===== config.mk =====
export PLATFORM = sky130hd
export DESIGN_NAME = irq_prio_core
export DESIGN_NICKNAME = d
export VERILOG_FILES = /design/src/rtl/irq_prio_pkg.sv /design/src/rtl/irq_req_capture.sv /design/src/rtl/irq_prio_find.sv /design/src/rtl/irq_prio_core.sv
export SDC_FILE = /design/constraint.sdc
export NUM_CORES = 1
export LEC_CHECK = 0
export BUFFER_PORTS_ARGS = -buffer_cell sky130_fd_sc_hd__buf_2
export CELL_PAD_IN_SITES_DETAIL_PLACEMENT = 1
export CELL_PAD_IN_SITES_GLOBAL_PLACEMENT = 1
export CORE_UTILIZATION = 25
export CTS_BUF_LIST = sky130_fd_sc_hd__clkbuf_4
export DETAILED_ROUTE_END_ITERATION = 16
export PLACE_DENSITY_LB_ADDON = 0.05
export SETUP_SLACK_MARGIN = 0.1
export SLEW_MARGIN = 15
export SYNTH_ARGS = -nofsm -noshare
export SYNTH_HDL_FRONTEND = slang
export SYNTH_SLANG_ARGS = --single-unit

===== constraint.sdc =====
create_clock -name clk -period 3 [get_ports clk]
set_input_delay 0.45 -clock clk [delete_from_list [all_inputs] [get_ports clk]]
set_output_delay 0.45 -clock clk [all_outputs]
set_load 0.03 [all_outputs]

===== src/rtl/irq_prio_pkg.sv =====
package irq_prio_pkg;

    typedef enum logic {
        TRIG_EDGE  = 1'b0,
        TRIG_LEVEL = 1'b1
    } trig_kind_e;

endpackage


===== src/rtl/irq_req_capture.sv =====
module irq_req_capture
    import irq_prio_pkg::*;
#(
    parameter int N_LINES = 8,
    localparam int IW = $clog2(N_LINES)
) (
    input  logic               clk,
    input  logic               rst_n,
    input  logic [N_LINES-1:0] line_req,
    input  logic [N_LINES-1:0] line_is_level,
    input  logic               ack_stb,
    input  logic [IW-1:0]      ack_sel,
    output logic [N_LINES-1:0] pend_bits
);

    logic [N_LINES-1:0] prev_q;
    logic [N_LINES-1:0] irr_q;
    logic [N_LINES-1:0] irr_d;

    for (genvar i = 0; i < N_LINES; i++) begin : g_line
        logic ack_hit;
        assign ack_hit = ack_stb && (ack_sel == IW'(i));

        always_comb begin
            if (trig_kind_e'(line_is_level[i]) == TRIG_LEVEL) begin
                irr_d[i] = line_req[i];
            end else begin
                irr_d[i] = (irr_q[i] & ~ack_hit) | (line_req[i] & ~prev_q[i]);
            end
        end

        // Edge-line pending bit only rises after a sampled low-to-high step
        assert_edge_rise_R2: assert property (@(posedge clk) disable iff (!rst_n)
            ($rose(irr_q[i]) && !$past(line_is_level[i]))
                |-> ($past(line_req[i]) && !$past(prev_q[i])));

        // Acknowledge never drops an asserted level line
        assert_level_keep_on_ack_R6: assert property (@(posedge clk) disable iff (!rst_n)
            (line_is_level[i] && line_req[i] && ack_hit) |=> irr_q[i]);
    end

    always_ff @(posedge clk) begin
        if (!rst_n) begin
            prev_q <= '0;
            irr_q  <= '0;
        end else begin
            prev_q <= line_req;
            irr_q  <= irr_d;
        end
    end

    assign pend_bits = irr_q;

endmodule


===== src/rtl/irq_prio_find.sv =====
module irq_prio_find #(
    parameter int N_LINES = 8,
    localparam int IW = $clog2(N_LINES),
    localparam int OW = $clog2(N_LINES + 1)
) (
    input  logic [N_LINES-1:0] cand,
    input  logic [IW-1:0]      base,
    output logic [OW-1:0]      best_off
);

    always_comb begin
        logic [IW:0] pos;
        best_off = OW'(N_LINES);
        for (int k = N_LINES - 1; k >= 0; k--) begin
            pos = {1'b0, base} + (IW+1)'(k);
            if (pos >= (IW+1)'(N_LINES)) begin
                pos = pos - (IW+1)'(N_LINES);
            end
            if (cand[pos[IW-1:0]]) begin
                best_off = OW'(k);
            end
        end
    end

endmodule


===== src/rtl/irq_prio_core.sv =====
module irq_prio_core
    import irq_prio_pkg::*;
#(
    parameter int N_LINES      = 8,
    parameter int CASCADE_SLOT = 2,
    localparam int IW = $clog2(N_LINES),
    localparam int OW = $clog2(N_LINES + 1)
) (
    input  logic               clk,
    input  logic               rst_n,
    input  logic [N_LINES-1:0] line_req,
    input  logic [N_LINES-1:0] line_is_level,
    input  logic [N_LINES-1:0] line_mask,
    input  logic               ack_stb,
    input  logic [IW-1:0]      ack_sel,
    input  logic               eoi_stb,
    input  logic [IW-1:0]      eoi_sel,
    input  logic               base_load,
    input  logic [IW-1:0]      base_val,
    input  logic               auto_eoi_en,
    input  logic               auto_rot_en,
    input  logic               nest_skip_en,
    output logic               irq_raise,
    output logic [IW-1:0]      irq_sel
);

    logic [N_LINES-1:0] irr;
    logic [N_LINES-1:0] isr_q;
    logic [N_LINES-1:0] isr_d;
    logic [IW-1:0]      base_q;
    logic [IW-1:0]      base_d;
    logic [N_LINES-1:0] pend;
    logic [N_LINES-1:0] isr_view;
    logic [OW-1:0]      req_off;
    logic [OW-1:0]      svc_off;
    logic               want;
    logic [IW-1:0]      win_idx;
    logic               irq_q;
    logic [IW-1:0]      idx_q;

    irq_req_capture #(.N_LINES(N_LINES)) u_capture (
        .clk          (clk),
        .rst_n        (rst_n),
        .line_req     (line_req),
        .line_is_level(line_is_level),
        .ack_stb      (ack_stb),
        .ack_sel      (ack_sel),
        .pend_bits    (irr)
    );

    assign pend     = irr & ~line_mask;
    assign isr_view = nest_skip_en ? (isr_q & ~(N_LINES'(1) << CASCADE_SLOT)) : isr_q;

    irq_prio_find #(.N_LINES(N_LINES)) u_find_req (
        .cand    (pend),
        .base    (base_q),
        .best_off(req_off)
    );

    irq_prio_find #(.N_LINES(N_LINES)) u_find_svc (
        .cand    (isr_view),
        .base    (base_q),
        .best_off(svc_off)
    );

    assign want = (req_off < svc_off);

    always_comb begin
        logic [IW:0] sum;
        sum = (IW+1)'(req_off[IW-1:0]) + {1'b0, base_q};
        if (sum >= (IW+1)'(N_LINES)) begin
            sum = sum - (IW+1)'(N_LINES);
        end
        win_idx = sum[IW-1:0];
    end

    always_comb begin
        logic [IW:0] nxt;
        isr_d  = isr_q;
        base_d = base_q;
        if (eoi_stb) begin
            isr_d[eoi_sel] = 1'b0;
        end
        if (ack_stb && !auto_eoi_en) begin
            isr_d[ack_sel] = 1'b1;
        end
        nxt = {1'b0, ack_sel} + (IW+1)'(1);
        if (nxt >= (IW+1)'(N_LINES)) begin
            nxt = '0;
        end
        if (base_load) begin
            base_d = base_val;
        end else if (ack_stb && auto_eoi_en && auto_rot_en) begin
            base_d = nxt[IW-1:0];
        end
    end

    always_ff @(posedge clk) begin
        if (!rst_n) begin
            isr_q  <= '0;
            base_q <= '0;
            irq_q  <= 1'b0;
            idx_q  <= '0;
        end else begin
            isr_q  <= isr_d;
            base_q <= base_d;
            irq_q  <= want;
            idx_q  <= want ? win_idx : '0;
        end
    end

    assign irq_raise = irq_q;
    assign irq_sel   = idx_q;

    // Reported winner was pending and unmasked one cycle earlier
    assert_winner_unmasked_R3: assert property (@(posedge clk) disable iff (!rst_n)
        irq_q |-> (($past(pend) & (N_LINES'(1) << idx_q)) != '0));

    // A line already counted in service can never be the raised winner
    assert_winner_not_in_service_R5: assert property (@(posedge clk) disable iff (!rst_n)
        irq_q |-> (($past(isr_view) & (N_LINES'(1) << idx_q)) == '0));

    // Automatic end-of-interrupt leaves the in-service bit clear
    assert_auto_eoi_no_isr_R8: assert property (@(posedge clk) disable iff (!rst_n)
        (ack_stb && auto_eoi_en && !isr_q[ack_sel]) |=> !isr_q[$past(ack_sel)]);

    // Rotation on automatic end-of-interrupt moves the base past the acknowledged line
    assert_auto_rotate_R9: assert property (@(posedge clk) disable iff (!rst_n)
        (ack_stb && auto_eoi_en && auto_rot_en && !base_load)
            |=> (base_q == IW'($past(ack_sel) + IW'(1))));

    // Quiet output carries index zero
    assert_quiet_index_R11: assert property (@(posedge clk) disable iff (!rst_n)
        !irq_raise |-> (irq_sel == '0));

endmodule


==> results.json <==
{
  "num_antenna_cells": 0,
  "postSynthAreaPerCell_um2": 9.71,
  "drive_gt1_share_pct": 38.1,
  "ios": 45,
  "status": "complete, no violations",
  "cts-htree-levels": 2,
  "worstSkewPairLatency_ns": 0.33,
  "grt_antenna_before_repair": 0,
  "crit_arrival_ns": 3.20,
  "first_iter_violations": 36,
  "grt_pass1_wl_mm": 10.7,
  "peakVddDrop_v": 0.000154,
  "die_height_um": 99.1,
  "stdcell_area_um2": 3010,
  "synth_area_leader_cell": "dfxtp_1",
  "synthToLayoutAreaGrowth_pct": 27.5,
  "yosysTopAreaCellShare_pct": 26.3,
  "grt_usage_pct": 14.0,
  "first_pass_iters": 4,
  "synth-edff-count": 0,
  "critPathCaptureType": "flip-flop",
  "std_cell_rows": 35,
  "grt_pass1_vias": 2141,
  "synth.most_common_cell": "dfxtp_1",
  "synthFlopType": "dfxtp_1",
  "routabilityCongestion": 0.719,
  "ys_types": 46,
  "synth_warnings": 0,
  "leakage_nw": 1.22,
  "design.die.area_um2": 9830,
  "routedWlPerCell_um": 15.1,
  "maxSlewViolCount": 0,
  "hold_path.class": "input pin to flip-flop",
  "hold_buffers": 0,
  "async_flop_share_pct": 0,
  "synth.net_count": 297,
  "syn_inst": 243,
  "design_power_total_mw": 1.25,
  "die_w_um": 99.1,
  "whs_ns": 0.334,
  "maxCapViolations": 0,
  "grt_remaining_overflow": 0,
  "grt_max_degree": 30,
  "cts_sinks": 31,
  "dpl-instance-area_um2": 2860,
  "r2r_setup_slack_ns": 0.06,
  "core-area_um2": 9200,
  "via_per_inst": 4.77,
  "hold_viol_final": 0,
  "fin_nets": 361,
  "numCtsBuffers": 5,
  "via_count": 1993,
  "clkTransAtPathRegs_ns": 0.11,
  "preCtsSetupSlack_ns": 0.0184,
  "place_hpwl_mm": 5.14,
  "setup_violations": 0,
  "netlist_area_um2": 2360,
  "tightest_slew_ns": 0.552,
  "netlist_top_cells_count": "dfxtp_1 (31), nand2_1 (18), inv_1 (16)",
  "crit_type": "flip-flop to flip-flop",
  "power.density_nw_per_um2": 417,
  "port_buffers": 44,
  "antenna_left": 0,
  "stdcell_count": 418,
  "max_freq_mhz": 340,
  "dp.cells": 408,
  "fin_crit_ns": 2.94,
  "grt_setup_unrepaired": "yes",
  "start_kind": "flip-flop",
  "cts_tree": "built",
  "start_util_pct": 25.6,
  "drc_errors": 0,
  "synth_area_leaders": "dfxtp_1 (26%), mux4_2 (13%), ha_1 (6.4%)",
  "totalWireLength_mm": 6.31,
  "clock_path_buffers": 2,
  "crit_path_max_fanout": 4,
  "yosysSeqAreaShare_pct": 26.3,
  "skew_ns": 0.0110,
  "setup_slack_ns": 0.0610,
  "ys_seq_elements": 31,
  "cts_root_buf": "clkbuf_4",
  "worst_ep_required_time_ns": 3.26,
  "slew_headroom_pct": 63.1,
  "post-route-period-util_pct": 98.0
}
cell usage in the layout (no fill, tap or decap), types with 2 or more instances in the layout:
cell,count
a22oi_1,7
clkbuf_4,6
and2_1,9
mux4_1,2
o21ai_1,4
xor2_1,2
nor3b_1,2
mux2_2,7
a31oi_1,2
nand3b_1,9
nor3_1,2
buf_4,19
mux2i_1,6
nand3_1,9
mux2i_4,3
dfxtp_1,29
dfxtp_4,2
a21boi_0,9
inv_1,16
mux4_2,14
a32oi_1,2
a211oi_1,2
a21oi_2,2
nand2b_1,9
buf_2,44
nor2b_4,3
o21ai_0,9
nand2_1,18
ha_4,2
ha_1,9
nor2_2,2
nor2_1,9
nor2b_1,15
registers in the layout (all words and copies together) (netlist names):
name,cells
irq_sel,3
base_q,3
u_capture.pend_bits,8
u_capture.prev_q,8
irq_raise,1
isr_q,8
area by class of cell:
cell class / instances / area [um2]
flip-flops and latches: 31 / 628
inverters: 18 / 75.1
clock inverters: 1 / 30.0
well taps: 111 / 139
clock buffers: 6 / 45.0
multi-input cells: 187 / 1720
repair buffers: 64 / 374
fillers: 1077 / 6190
cell families after synthesis:
logic type	Yosys count	synth area share, %
multiplexers	33	24.8
adder cells (fa/ha/maj)	13	7.21
flip-flops	31	26.3
buffers and inverters	25	4.51
AO/OA/AOI/OAI	43	12.3
AND/OR/NAND/NOR	94	23.1
XOR/XNOR	4	1.80
layer usage:
metal	vias up	track usage, %	part of all wire (%)
met5	-	0	0
met4	0	3.51	1.0
met3	4	2.32	2.6
met2	32	23.9	48
met1	951	18.4	48
li1	1006	-	-
path summary, 6_finish.rpt:
kind,start,endpoint,depth (start not counted)
min,line_req[7],u_capture.prev_q[7],2
min reg2reg,u_capture.pend_bits[0],u_capture.pend_bits[0],2
max reg2reg,base_q[0],irq_sel[1],12
max,base_q[0],irq_sel[1],12
report_power, final:
group	switching, mW	internal [mW]
Clock	0.155	0.181
Sequential	0.0159	0.445
Combinational	0.232	0.226
Total	0.402	0.852
metrics by stage:
stage	utilization, %	setup TNS [ns]
global route	32.7	-0.251
global placement	31.1	0
finish	32.7	0
CTS	32.3	0
detailed placement	31.1	0
floorplan	-	0
worst max-delay path, cell delays in order, from the launching register on:
cell,delay [ns]
dfxtp_4,0.38
inv_4,0.04
ha_4,0.29
mux4_2,0.52
mux2_4,0.30
nor2b_4,0.13
nand3_2,0.08
or3_4,0.35
ha_4,0.17
nor3b_2,0.15
and3_4,0.20
nand4_4,0.10
a21oi_2,0.15
repair_timing:
action	CTS	global route
buffers inserted	2	1
endpoints found under the setup margin	4	4
gates resized for setup	4	6
pin swaps	6	4
(Power assumes the default switching activity.)
